===== src/rtl/lane_sum_pkg.sv =====
package lane_sum_pkg;
  localparam int VEC_W     = 128;
  localparam int MIN_LANE  = 8;
  localparam int N_WIDTHS  = 3;
  localparam int MAX_LANE  = MIN_LANE << (N_WIDTHS - 1);

  typedef enum logic [1:0] {
    LANE_B8  = 2'b00,
    LANE_B16 = 2'b01,
    LANE_B32 = 2'b10,
    LANE_BAD = 2'b11
  } lane_code_e;
endpackage


===== src/rtl/lane_sum_decode.sv =====
module lane_sum_decode
  import lane_sum_pkg::*;
(
  input  logic [1:0]          lane_code,
  input  logic                wide_sel,
  output logic                cfg_ok,
  output logic [N_WIDTHS-1:0] width_sel
);
  always_comb begin
    width_sel = '0;
    unique case (lane_code_e'(lane_code))
      LANE_B8:  width_sel[0] = 1'b1;
      LANE_B16: width_sel[1] = 1'b1;
      LANE_B32: width_sel[2] = wide_sel;
      default:  width_sel = '0;
    endcase
    cfg_ok = |width_sel;
  end

  // at most one width path is ever selected
  always_comb begin
    p_sel_onehot_r7: assert ($onehot0(width_sel))
      else $error("width select not one-hot");
  end
endmodule


===== src/rtl/lane_sum_tree.sv =====
module lane_sum_tree #(
  parameter int LANE_W  = 8,
  parameter int N_LANES = 16
) (
  input  logic [LANE_W*N_LANES-1:0] lanes_in,
  output logic [LANE_W-1:0]         sum_out
);
  localparam int DEPTH = $clog2(N_LANES);

  for (genvar l = 0; l <= DEPTH; l++) begin : g_lvl
    localparam int CNT = N_LANES >> l;
    logic [LANE_W*CNT-1:0] v;
    if (l == 0) begin : g_leaf
      assign v = lanes_in;
    end else begin : g_add
      for (genvar k = 0; k < CNT; k++) begin : g_pair
        assign v[k*LANE_W +: LANE_W] =
          g_lvl[l-1].v[(2*k)*LANE_W +: LANE_W] +
          g_lvl[l-1].v[(2*k+1)*LANE_W +: LANE_W];
      end
    end
  end

  assign sum_out = g_lvl[DEPTH].v;
endmodule


===== src/rtl/lane_sum_unit.sv =====
module lane_sum_unit
  import lane_sum_pkg::*;
(
  input  logic             clk,
  input  logic             rst_n,
  input  logic             in_valid,
  input  logic [VEC_W-1:0] src_vec,
  input  logic [1:0]       lane_code,
  input  logic             wide_sel,
  output logic             out_valid,
  output logic [VEC_W-1:0] dst_vec,
  output logic             bad_cfg
);
  localparam int HALF_W = VEC_W / 2;

  logic                cfg_ok;
  logic [N_WIDTHS-1:0] width_sel;
  logic [VEC_W-1:0]    src_act;
  logic [VEC_W-1:0]    sum_ext [N_WIDTHS];
  logic [VEC_W-1:0]    dst_nxt;
  logic                bad_nxt;
  logic                vld_q;
  logic [VEC_W-1:0]    dst_q;
  logic                bad_q;

  lane_sum_decode u_decode (
    .lane_code (lane_code),
    .wide_sel  (wide_sel),
    .cfg_ok    (cfg_ok),
    .width_sel (width_sel)
  );

  // Narrow mode: zero lanes contribute nothing to the sum
  assign src_act = wide_sel ? src_vec : {{HALF_W{1'b0}}, src_vec[HALF_W-1:0]};

  for (genvar g = 0; g < N_WIDTHS; g++) begin : g_width
    localparam int LW = MIN_LANE << g;
    logic [LW-1:0] s;
    lane_sum_tree #(.LANE_W(LW), .N_LANES(VEC_W / LW)) u_tree (
      .lanes_in (src_act),
      .sum_out  (s)
    );
    assign sum_ext[g] = {{(VEC_W-LW){1'b0}}, s};
  end

  always_comb begin
    dst_nxt = '0;
    for (int g = 0; g < N_WIDTHS; g++) begin
      if (width_sel[g]) dst_nxt = sum_ext[g];
    end
    bad_nxt = ~cfg_ok;
  end

  always_ff @(posedge clk or negedge rst_n) begin
    if (!rst_n) begin
      vld_q <= 1'b0;
      dst_q <= '0;
      bad_q <= 1'b0;
    end else begin
      vld_q <= in_valid;
      if (in_valid) begin
        dst_q <= dst_nxt;
        bad_q <= bad_nxt;
      end
    end
  end

  assign out_valid = vld_q;
  assign dst_vec   = dst_q;
  assign bad_cfg   = bad_q;

  // nothing above the widest lane ever carries data
  p_upper_zero_r6: assert property (@(posedge clk) disable iff (!rst_n)
    dst_vec[VEC_W-1:MAX_LANE] == '0);
  // a rejected configuration yields an all-zero destination
  p_bad_zero_r7: assert property (@(posedge clk) disable iff (!rst_n)
    bad_cfg |-> dst_vec == '0);
  // a request is answered in exactly the next cycle
  p_latency_r8: assert property (@(posedge clk) disable iff (!rst_n)
    in_valid |=> out_valid);
  p_no_spurious_r8: assert property (@(posedge clk) disable iff (!rst_n)
    !in_valid |=> !out_valid);
  // results hold during idle cycles
  p_hold_r9: assert property (@(posedge clk) disable iff (!rst_n)
    !in_valid |=> ($stable(dst_vec) && $stable(bad_cfg)));
endmodule


===== config.mk =====
export PLATFORM = sky130hd
export DESIGN_NAME = lane_sum_unit
export DESIGN_NICKNAME = d
export VERILOG_FILES = /design/src/rtl/lane_sum_pkg.sv /design/src/rtl/lane_sum_decode.sv /design/src/rtl/lane_sum_tree.sv /design/src/rtl/lane_sum_unit.sv
export SDC_FILE = /design/constraint.sdc
export NUM_CORES = 1
export LEC_CHECK = 0
export CAP_MARGIN = 0
export CORE_ASPECT_RATIO = 0.9
export CORE_MARGIN = 3
export CORE_UTILIZATION = 54
export DETAILED_ROUTE_END_ITERATION = 8
export PLACE_DENSITY_LB_ADDON = 0.12
export SETUP_SLACK_MARGIN = 0.3
export SLEW_MARGIN = 10
export SYNTH_ARGS = -nofsm -noshare
export SYNTH_HDL_FRONTEND = slang
export SYNTH_HIERARCHICAL = 1
export SYNTH_SLANG_ARGS = --single-unit

===== constraint.sdc =====
create_clock -name clk -period 0.8 [get_ports clk]
set_input_delay 0.08 -clock clk [delete_from_list [all_inputs] [get_ports clk]]
set_output_delay 0.08 -clock clk [all_outputs]
set_load 0.01 [all_outputs]

# == After elaboration in Yosys (flattened, before gate mapping) ==
# Cells that the tools add are included.
# word_totals
regBits,130
in_bits,134
out_inout_bits,130
word_cells,40
# op_classes
add_sub_neg,25
eq_ne,2
n_mux,7
n_bitwise,1
n_reduce_logical,2
# op_table
cell,n
128-bit 2-to-1 mux,2
8-bit adder,15
16-bit adder,7
32-bit adder,3
16-bit 2-to-1 mux,1
8-bit 2-to-1 mux,1
1-bit 2-to-1 mux,3
3-bit OR reduction,1
"2-bit by 1-bit equality test with 1-bit output, second input constant",1
"2-bit equality test, second input constant",1
2-bit logical NOT,1
1-bit NOT,1

# == Depth between registers and ports, before layout ==
# Gate-level depths: netlist (run 1).
# logic_depth
depth_word,8
depth_mapped,22
mapped_depth_nobuf,21

# == By module ==
# Netlist (run 1), hierarchy kept.
# by_module_without_submodules
module,n_inst,cells_per_inst,area_each_um2,seq_area_each_um2
lane_sum_tree (g_width[2].u_tree),1,500,3716.1,0.0
lane_sum_tree (g_width[1].u_tree),1,372,3165.5,0.0
lane_sum_unit,1,338,2817.7,850.8
lane_sum_tree (g_width[0].u_tree),1,268,2720.1,0.0
lane_sum_decode,1,5,33.8,0.0

# == Worst setup path before layout (run 1) ==
# Ideal clock, no wire load.
# synth_path
path_type,input to register
from,input port wide_sel
to,"register dst_q[7], in the netlist dst_vec[7]"
arrival_ns,4.964
path_slack_ns,-4.301
path_stages,20
cell_sequence,clkbuf_1 -> and2_1 -> inv_1 -> fa_1 -> fa_1 -> fa_1 -> inv_1 -> fa_1 -> fa_1 -> inv_1 -> fa_1 -> inv_1 -> ha_1 -> a21o_1 -> a21oi_1 -> o21bai_1 -> a21oi_1 -> xnor3_1 -> nand4bb_1 -> a41oi_2
# synth_between
elab_chain_cells,8
elab_cells_between_ends,19
classes_between,14 x add/sub; 5 x mux
# synth_lines
element,line,source
"start, declared",lane_sum_unit.sv:9,"input logic wide_sel,"
128-bit 2-to-1 mux,lane_sum_unit.sv:34,"assign src_act = wide_sel ? src_vec : {{HALF_W{1'b0}}, src_vec[HALF_W-1:0]};"
via src_act[99],lane_sum_unit.sv:18,logic [VEC_W-1:0] src_act;
8-bit adder (4 in a row),lane_sum_tree.sv:18,g_lvl[l-1].v[(2*k)*LANE_W +: LANE_W] +
via g_width[0].s[7],lane_sum_unit.sv:38,logic [LW-1:0] s;
8-bit 2-to-1 mux,lane_sum_unit.sv:49,if (width_sel[g]) dst_nxt = sum_ext[g];
16-bit 2-to-1 mux,lane_sum_unit.sv:49,
128-bit 2-to-1 mux,lane_sum_unit.sv:49,
"end signal, assigned",lane_sum_unit.sv:62,dst_q <= dst_nxt;
"end, declared",lane_sum_unit.sv:23,logic [VEC_W-1:0] dst_q;
# The timed path passes the listed nets, and every way through them passes these cells.
# A chain may end at the register's enable or synchronous reset.

# == Worst setup path in the final report (run 1) ==
# layout_path
from,input port src_vec[78]
to,"register dst_q[7], in the netlist dst_vec[7]"
# layout_between
elab_chain_cells,8
# layout_lines
element,line,source
"start, declared",lane_sum_unit.sv:7,"input logic [VEC_W-1:0] src_vec,"
128-bit 2-to-1 mux,lane_sum_unit.sv:34,
via src_act[78],lane_sum_unit.sv:18,
8-bit adder (4 in a row),lane_sum_tree.sv:18,
via g_width[0].s[7],lane_sum_unit.sv:38,
8-bit 2-to-1 mux,lane_sum_unit.sv:49,
16-bit 2-to-1 mux,lane_sum_unit.sv:49,
128-bit 2-to-1 mux,lane_sum_unit.sv:49,
# The timed path passes the listed nets, and every way through them passes these cells.

==> impl_results.md, run 1 <==
- Slowest-stage cell, CP: fa_1
- Fin crit share: 651.4%
- CTS Buf Count: 5
- P_int: 34180 uW
- P&R area growth vs syn: 44.13%
- Worst path arrival time: 5.36 ns
- Via count: between 10000 and 15000
- First-pass GRT wire length: 62120 um
- Violated checks: negative setup slack
- Setup ws final: -4.411 ns
- Placed instance count: 2197
- Syn Inst Count: ~1500
- Count of final hold-check violations: 0
- VDD IR max: approximately 5.4 mV
- Crit Path Max Fanout: 2
- Crit-path max cell delay: 0.54 ns
- Wire per inst: 17.65 um
- Drt first-iter violations: roughly 600
- Post-synth top area share: 37.94%
- Routed Antenna Nets: 0
- CTS root buffer: clkbuf_16
- Gr usage total: between 30% and 40%
- Hold Crit Class: input port to async pin
- Post-synth EDFFs: 0
- Unique masters post-synth: 71
- Total chip power: about 65000 uW
- Synth top area cells: fa_1 (38%), inv_1 (16%), dfrtp_1 (6.8%), ha_1 (6.0%), buf_4 (6.0%)
- Fmax: 191.9 MHz
- DR DRC count: 0
- Initial cell density of the core: between 50% and 60%
- Kind of cell adding the most delay to the critical path: adder cells
- Avg Cell Area, Syn: ~8.4 um^2
- Post-Synthesis Cell Area: 0.01245 mm^2
- Worst-Skew Late Latency: 0.28 ns
- Setup crit start kind: input port
- Via/cell ratio: 4.853
- Clk pwr share: ~3.0%
- Min Tclk post-route: approximately 5.2 ns
- Power density cells: 3635 mW/mm^2
- Vias in the first global route: 11890
- Non-filler instance count after layout: about 2300
- Synth top cells by count: inv_1 (525), fa_1 (236), buf_4 (99)
- Pre-antenna DRT Iters: 5
- Hpwl dp: 32860 um
- Cts hold-fix bufs: 0
- Clock Tree Buf Depth: 2
- Final setup viols: 67
- Die height: between 150 and 200 um
- Worst Setup End Kind: register
- CTS tree: yes
- H-tree levels: 2
- Clk slew on worst S/H paths: roughly 0.050 ns
- Comb pwr share: 93.2%
- Final Net Count: 2388
- RSZ-0062 raised after global routing: true
- FFs w/ async S/R, synth: 100.0%
- Switching power: 31070 uW
- Input/output buffers: 167
- Register bit count reported by yosys: 34
- Worst Path Required: roughly 0.95 ns
- Smallest hold slack: ~0.17 ns
- Yosys top cell by area: fa_1
- CP bufs+invs: 4
- Crit path cell chain: clkdlybuf4s50_1 > and2_4 > fa_1 > inv_1 > fa_1 > inv_1 > fa_1 > inv_1 > fa_1 > fa_1 > fa_1 > xor2_1 > xnor2_1 > xnor2_1 > xnor2_2 > xnor3_1 > nand4bb_1 > a41oi_2
- Status: finished, violations left
- Sequential area share after synthesis: 6.832%
- Initial antenna violation count: 1
- Die area: 0.02492 mm^2
- Count leader, synth: inv_1
- Ys flop type: dfrtp_1
- Most used cell, CP: fa_1
- CTS Sinks: 34
- Worst slack, placed: -4.619 ns
- Reg power frac: about 3.8%
- Max-capacitance violation count: 0
- Net switching fraction of the power: 47.62%
- I/O Pins: 264
- Fillers: about 1500
- Layout cell share with drive strength beyond 1: 31.29%
- Grt total ovfl: 0
- Clock Skew: 0 ns
- Chip Width: roughly 170 um
- Area of the core: 0.02258 mm^2
- Row count: between 50 and 60
- Ys Warns: 6
- Largest net degree at the start of global routing: 42
- Final wirelength: 39830 um
- Fin. max-slew vios: 0
- Static Leak: 0.009145 uW
- GPL Wtd Cong: 0.9928
- WS Path Type: input port to register
## what timing repair did
item	CTS	global route
gates resized for setup	291	75
cloned	5	0
pin swaps	94	76
setup endpoints to repair	67	67
buffers inserted	27	19
## final cells by class
cell class	count	area (um^2)	share of cell area (%)
inverter	525	1981	11.04
antenna	1	2.502	0.01394
multi-input combinational	895	10240	57.06
clock buffer	7	142.6	0.7947
clock inverter	1	5.005	0.02788
tap	297	371.6	2.070
timing repair buffer	497	4354	24.26
sequential	34	850.8	4.740
## layer usage
layer	vias up	global-route usage, %	wire [um]
met5	-	0	0
li1	5096	-	-
met4	0	8.649	1223
met2	346	57.70	20280
met1	5444	41.22	16160
met3	68	4.253	2163
## power groups by stage
stage	Sequential (uW)	Combinational, uW	Clock [uW]
floorplan	2710	32500	0
global placement	2510	52500	0
detailed placement	2510	53600	0
CTS	2490	58100	2010
global route	2570	64800	2080
finish	2500	60800	1950
## path summary, 6_finish.rpt
| check | start | endpoint | slack (ns) | cells after the start |
|---|---|---|---|---|
| worst max-delay path | src_vec[78] | dst_vec[7] | -4.41 | 18 |
| worst min-delay path | rst_n | dst_vec[0] | 0.17 | 2 |
| worst max register to register | dst_vec[7] | dst_vec[7] | -0.02 | 3 |
| worst min register to register | dst_vec[16] | dst_vec[16] | 0.50 | 2 |
| max in group asynchronous | rst_n | dst_vec[30] | 0.43 | 2 |
| min in group clk | in_valid | out_valid | 0.17 | 2 |
## through the flow
stage                     utilization (%)  TNS [ns]  instance area (um^2)
final                               79.50   -104.73                 17950
after global routing                79.50   -109.57                 17950
after CTS                           77.33   -102.60                 17460
after detailed placement            74.17   -117.70                 16740
after global placement              74.17   -116.26                 16740
after floorplan                         -    -85.66                 13500
## layout by cell type, fill, tap and decap left out, types with 20 or more instances in the layout
| cell | n |
|---|---|
| ha_4 | 31 |
| o21ai_1 | 24 |
| conb_1 | 96 |
| nand2_1 | 50 |
| fa_1 | 213 |
| buf_4 | 278 |
| nand3_1 | 22 |
| fa_2 | 23 |
| ha_1 | 26 |
| dfrtp_1 | 34 |
| inv_1 | 478 |
| xnor2_1 | 58 |
| clkdlybuf4s50_1 | 106 |
| a21oi_1 | 20 |
| inv_2 | 43 |
| dlygate4sd2_1 | 25 |
| and2_4 | 35 |
| buf_2 | 32 |
| buf_6 | 37 |
| nor2_1 | 37 |
| and2_1 | 30 |
## registers in the layout (all words and copies together), names as in the netlist
name and flops:
bad_cfg 1, dst_vec 32, out_valid 1
## kinds of logic (layout without fill, tap and decap cells)
group	after synthesis	count (layout)	share of synthesized area, %
muxes	3	3	0.2411
buffers and inverters	649	1030	23.09
adders and majority gates	296	296	43.97
DFF	34	34	6.832
other	1	97	0.03011
AOI/OAI and AO/OA	157	157	8.269
xor gates and xnor gates	82	82	5.878
and+or+nand+nor	261	261	11.69
(Power assumes the default switching activity.)
==> run 2: changes to the inputs <==
--- a/config.mk
+++ b/config.mk
@@ -8,12 +8,11 @@
 export CAP_MARGIN = 0
 export CORE_ASPECT_RATIO = 0.9
 export CORE_MARGIN = 3
-export CORE_UTILIZATION = 54
+export CORE_UTILIZATION = 53
 export DETAILED_ROUTE_END_ITERATION = 8
 export PLACE_DENSITY_LB_ADDON = 0.12
 export SETUP_SLACK_MARGIN = 0.3
 export SLEW_MARGIN = 10
 export SYNTH_ARGS = -nofsm -noshare
 export SYNTH_HDL_FRONTEND = slang
-export SYNTH_HIERARCHICAL = 1
 export SYNTH_SLANG_ARGS = --single-unit
==> run 2 against run 1 <==
Compared with the run above:
- the flow still finishes with violations (negative setup slack)
- via count shrank 12%
- routed wire length shrank 8.5%
- area after synthesis shrank 12%
- combinational power shrank 5.6%
- die area shrank 10%
- global-route usage grew 0.60 points
- non-clock buffer count grew 27
- cell count shrank 14%
- critical path depth grew 4
- power shrank 5.1%
- clock skew is the same
- critical endpoint unchanged
==> impl_results.md, run 2 <==
- Status: finished, violations left
- Violated checks: negative setup slack
- Yosys top cell by area: fa_1
- Layer with the highest usage: met2
- Largest register FFs: 32 (unchanged)
- Row count: 49 (-5.8%)
- Register bit count reported by yosys: 34 (unchanged)
- Total chip power: 61940 uW (-5.1%)
- P&R area growth vs syn: 48.27%
- Avg Cell Area, Syn: 9.386 um^2 (+12%)
- RSZ-0062 raised after global routing: true
- Antenna Cells: 0 (-1)
- Unique masters post-synth: 64 (-9.9%)
- Fmax: 193.9 MHz (+1.0%)
- Via count: 9639 (-12%)
- Post-synth EDFFs: 0 (unchanged)
- CTS tree: yes
- Hold Crit Class: input port to async pin
- Via/cell ratio: 4.994 (+2.9%)
- Crit Path Max Fanout: 8 (+6)
- Ys flop type: dfrtp_1
- Worst-Skew Late Latency: 0.29 ns (about the same)
- Initial cell density of the core: 54.28% (-0.88 points)
- Syn Inst Count: 1163 (-22%)
- Gr usage total: 32.70% (+0.60 points)
- WS Path Type: input port to register
- VDD IR max: 4.482 mV (-17%)
- Worst path arrival time: 5.37 ns (about the same)
- Worst slack, placed: -4.849 ns (-0.2300 ns)
- Fin crit share: 644.7% (-6.7 points)
- Synth top cells by count: inv_1 (273), fa_1 (236), buf_4 (97)
- Clk slew on worst S/H paths: 0.06 ns (about the same)
- Setup TNS: -108.86 ns (-4.134 ns)
- CTS root buffer: clkbuf_16
- Vias in the first global route: 10530 (-11%)
- Drt first-iter violations: 529 (-13%)
- Area post-placement: 0.01508 mm^2 (-10%)
- Wire per inst: 18.88 um (+7.0%)
- Multi-input gate area: 0.009415 mm^2 (-8.1%)
- Grt total ovfl: 0 (unchanged)
- Clock Tree Buf Depth: 2 (unchanged)
- Power density cells: 3827 mW/mm^2 (+5.3%)
- H-tree levels: 2 (unchanged)
- Final setup viols: 67 (unchanged)
- Worst Setup End Kind: register
- Chip Width: 157.3 um (-5.3%)
- Largest net degree at the start of global routing: 35 (-17%)
- Routed Antenna Nets: 0 (unchanged)
- Cts hold-fix bufs: 0 (unchanged)
- Commonest non-fill, non-tap cell in the layout: buf_4
- GR Util met3: 3.649% (-0.60 points)
- GPL Wtd Cong: 0.9849 (-0.80%)
- Area of the core: 0.02011 mm^2 (-11%)
- Final Net Count: 2104 (-12%)
- Global Route met1 Usage: 43.89% (+2.7 points)
- Post-Synthesis Cell Area: 0.01092 mm^2 (-12%)
- Fin. max-slew vios: 0 (unchanged)
- Count leader, synth: inv_1
- CTS Sinks: 34 (unchanged)
- Synth top area cells: fa_1 (43%), inv_1 (9.4%), dfrtp_1 (7.8%), ha_1 (6.9%), buf_4 (6.7%)
- M2 GR Usage: 55.04% (-2.7 points)
- Input/output buffers: 167 (unchanged)
- Hpwl dp: 30650 um (-6.7%)
- I/O Pins: 264 (unchanged)
- Clock Skew: 0 ns (unchanged)
- Min Tclk post-route: 5.158 ns (-0.05361 ns)
- Sequential cell area: 850.8 um^2 (unchanged)
- Die height: 142.1 um (-5.3%)
- Fin util: 80.48% (+0.98 points)
- Pre-antenna DRT Iters: 5 (unchanged)
- CTS Buf Count: 5 (unchanged)
- Worst Path Required: 1.02 ns (+0.07 ns)
- Final Cell Area: 0.01618 mm^2 (-9.8%)
- Fillers: 1315 (-13%)
- Die area: 0.02236 mm^2 (-10%)
- Static Leak: 0.008214 uW (-10%)
- Setup ws final: -4.358 ns (+0.05361 ns)
- FFs w/ async S/R, synth: 100.0% (unchanged)
- Final wirelength: 36440 um (-8.5%)
- Count of final hold-check violations: 0 (unchanged)
- Ys Warns: 0 (-6)
- Most frequent cells in the layout: buf_4 (325), inv_1 (239), fa_1 (214)
- FF-to-FF setup slack: -0.10 ns (-0.08 ns)
- Initial antenna violation count: 0 (-1)
- Sequential area share after synthesis: 7.795% (+0.96 points)
- Setup crit start kind: input port
- First-pass GRT wire length: 55720 um (-10%)
- Max-capacitance violation count: 0 (unchanged)
- Post-synth top area share: 43.28% (+5.3 points)
- DR DRC count: 0 (unchanged)
- Layout cell share with drive strength beyond 1: 34.81% (+3.5 points)
## run 2: per-layer routing
metal,part of all wire (%),wire length (um)
met3,5.1,1860
met2,49,17750
met1,41,15030
met4,4.9,1803
met5,0,0
## run 2: through the flow
step / hold WS, ns / cells
floorplan: -0.2156 / 1258
global placement: 0.4678 / 1878
detailed placement: 0.4721 / 1878
CTS: 0.1719 / 1909
global route: 0.1770 / 1930
finish: 0.1644 / 1930
## run 2: cell type report
class                           instances  share of cell area [%]
Multi-Input combinational cell        834                   58.18
Timing Repair Buffer                  524                   27.24
Inverter                              275                   6.417
Sequential cell                        34                   5.257
Tap cell                              255                   1.971
Clock buffer                            6                  0.8581
Clock inverter                          2                 0.07731
## run 2: power by group
part           leakage [uW]  total (uW)  internal [uW]  switching [uW]
Sequential         0.000437        2510           2210             299
Combinational       0.00770       57400          29300           28000
Clock             0.0000729        2060           1230             825
## run 2: critical path, cell delays in order
cell      delay [ns]
buf_12          0.11
buf_12          0.14
buf_6           0.11
and2_4          0.13
fa_1            0.56
inv_2           0.06
fa_2            0.56
inv_2           0.04
fa_1            0.49
fa_1            0.44
fa_1            0.51
inv_2           0.04
fa_1            0.54
inv_2           0.05
ha_4            0.21
a211oi_2        0.21
o21bai_1        0.11
a21oi_2         0.17
xnor2_1         0.15
xnor2_1         0.10
or3_1           0.38
a31oi_1         0.17
## run 2: what timing repair did
item                                    CTS  global route
endpoints found under the setup margin   68            68
gates resized for setup                 313            56
gates cloned                              1             0
buffers inserted                         22            21
pin swaps                               123            78
## run 2: cells by family (layout without fill, tap and decap cells)
kind of cell | Yosys count | in the layout | share of synthesized area (%)
xor+xnor | 70 | 70 | 5.617
compound gates | 164 | 164 | 10.49
other cells | 1 | 96 | 0.03435
flops | 34 | 34 | 7.795
simple gates | 208 | 208 | 9.159
fa+ha+maj | 296 | 296 | 50.16
buf+inv | 390 | 807 | 16.75
## run 2: final timing paths
path	start	end	cells after the start
max in group asynchronous	rst_n	dst_vec[28]	2
max	wide_sel	dst_vec[7]	22
max reg2reg	dst_vec[14]	dst_vec[14]	2
min	rst_n	out_valid	2
min in group clk	in_valid	out_valid	2
min reg2reg	dst_vec[24]	dst_vec[24]	2
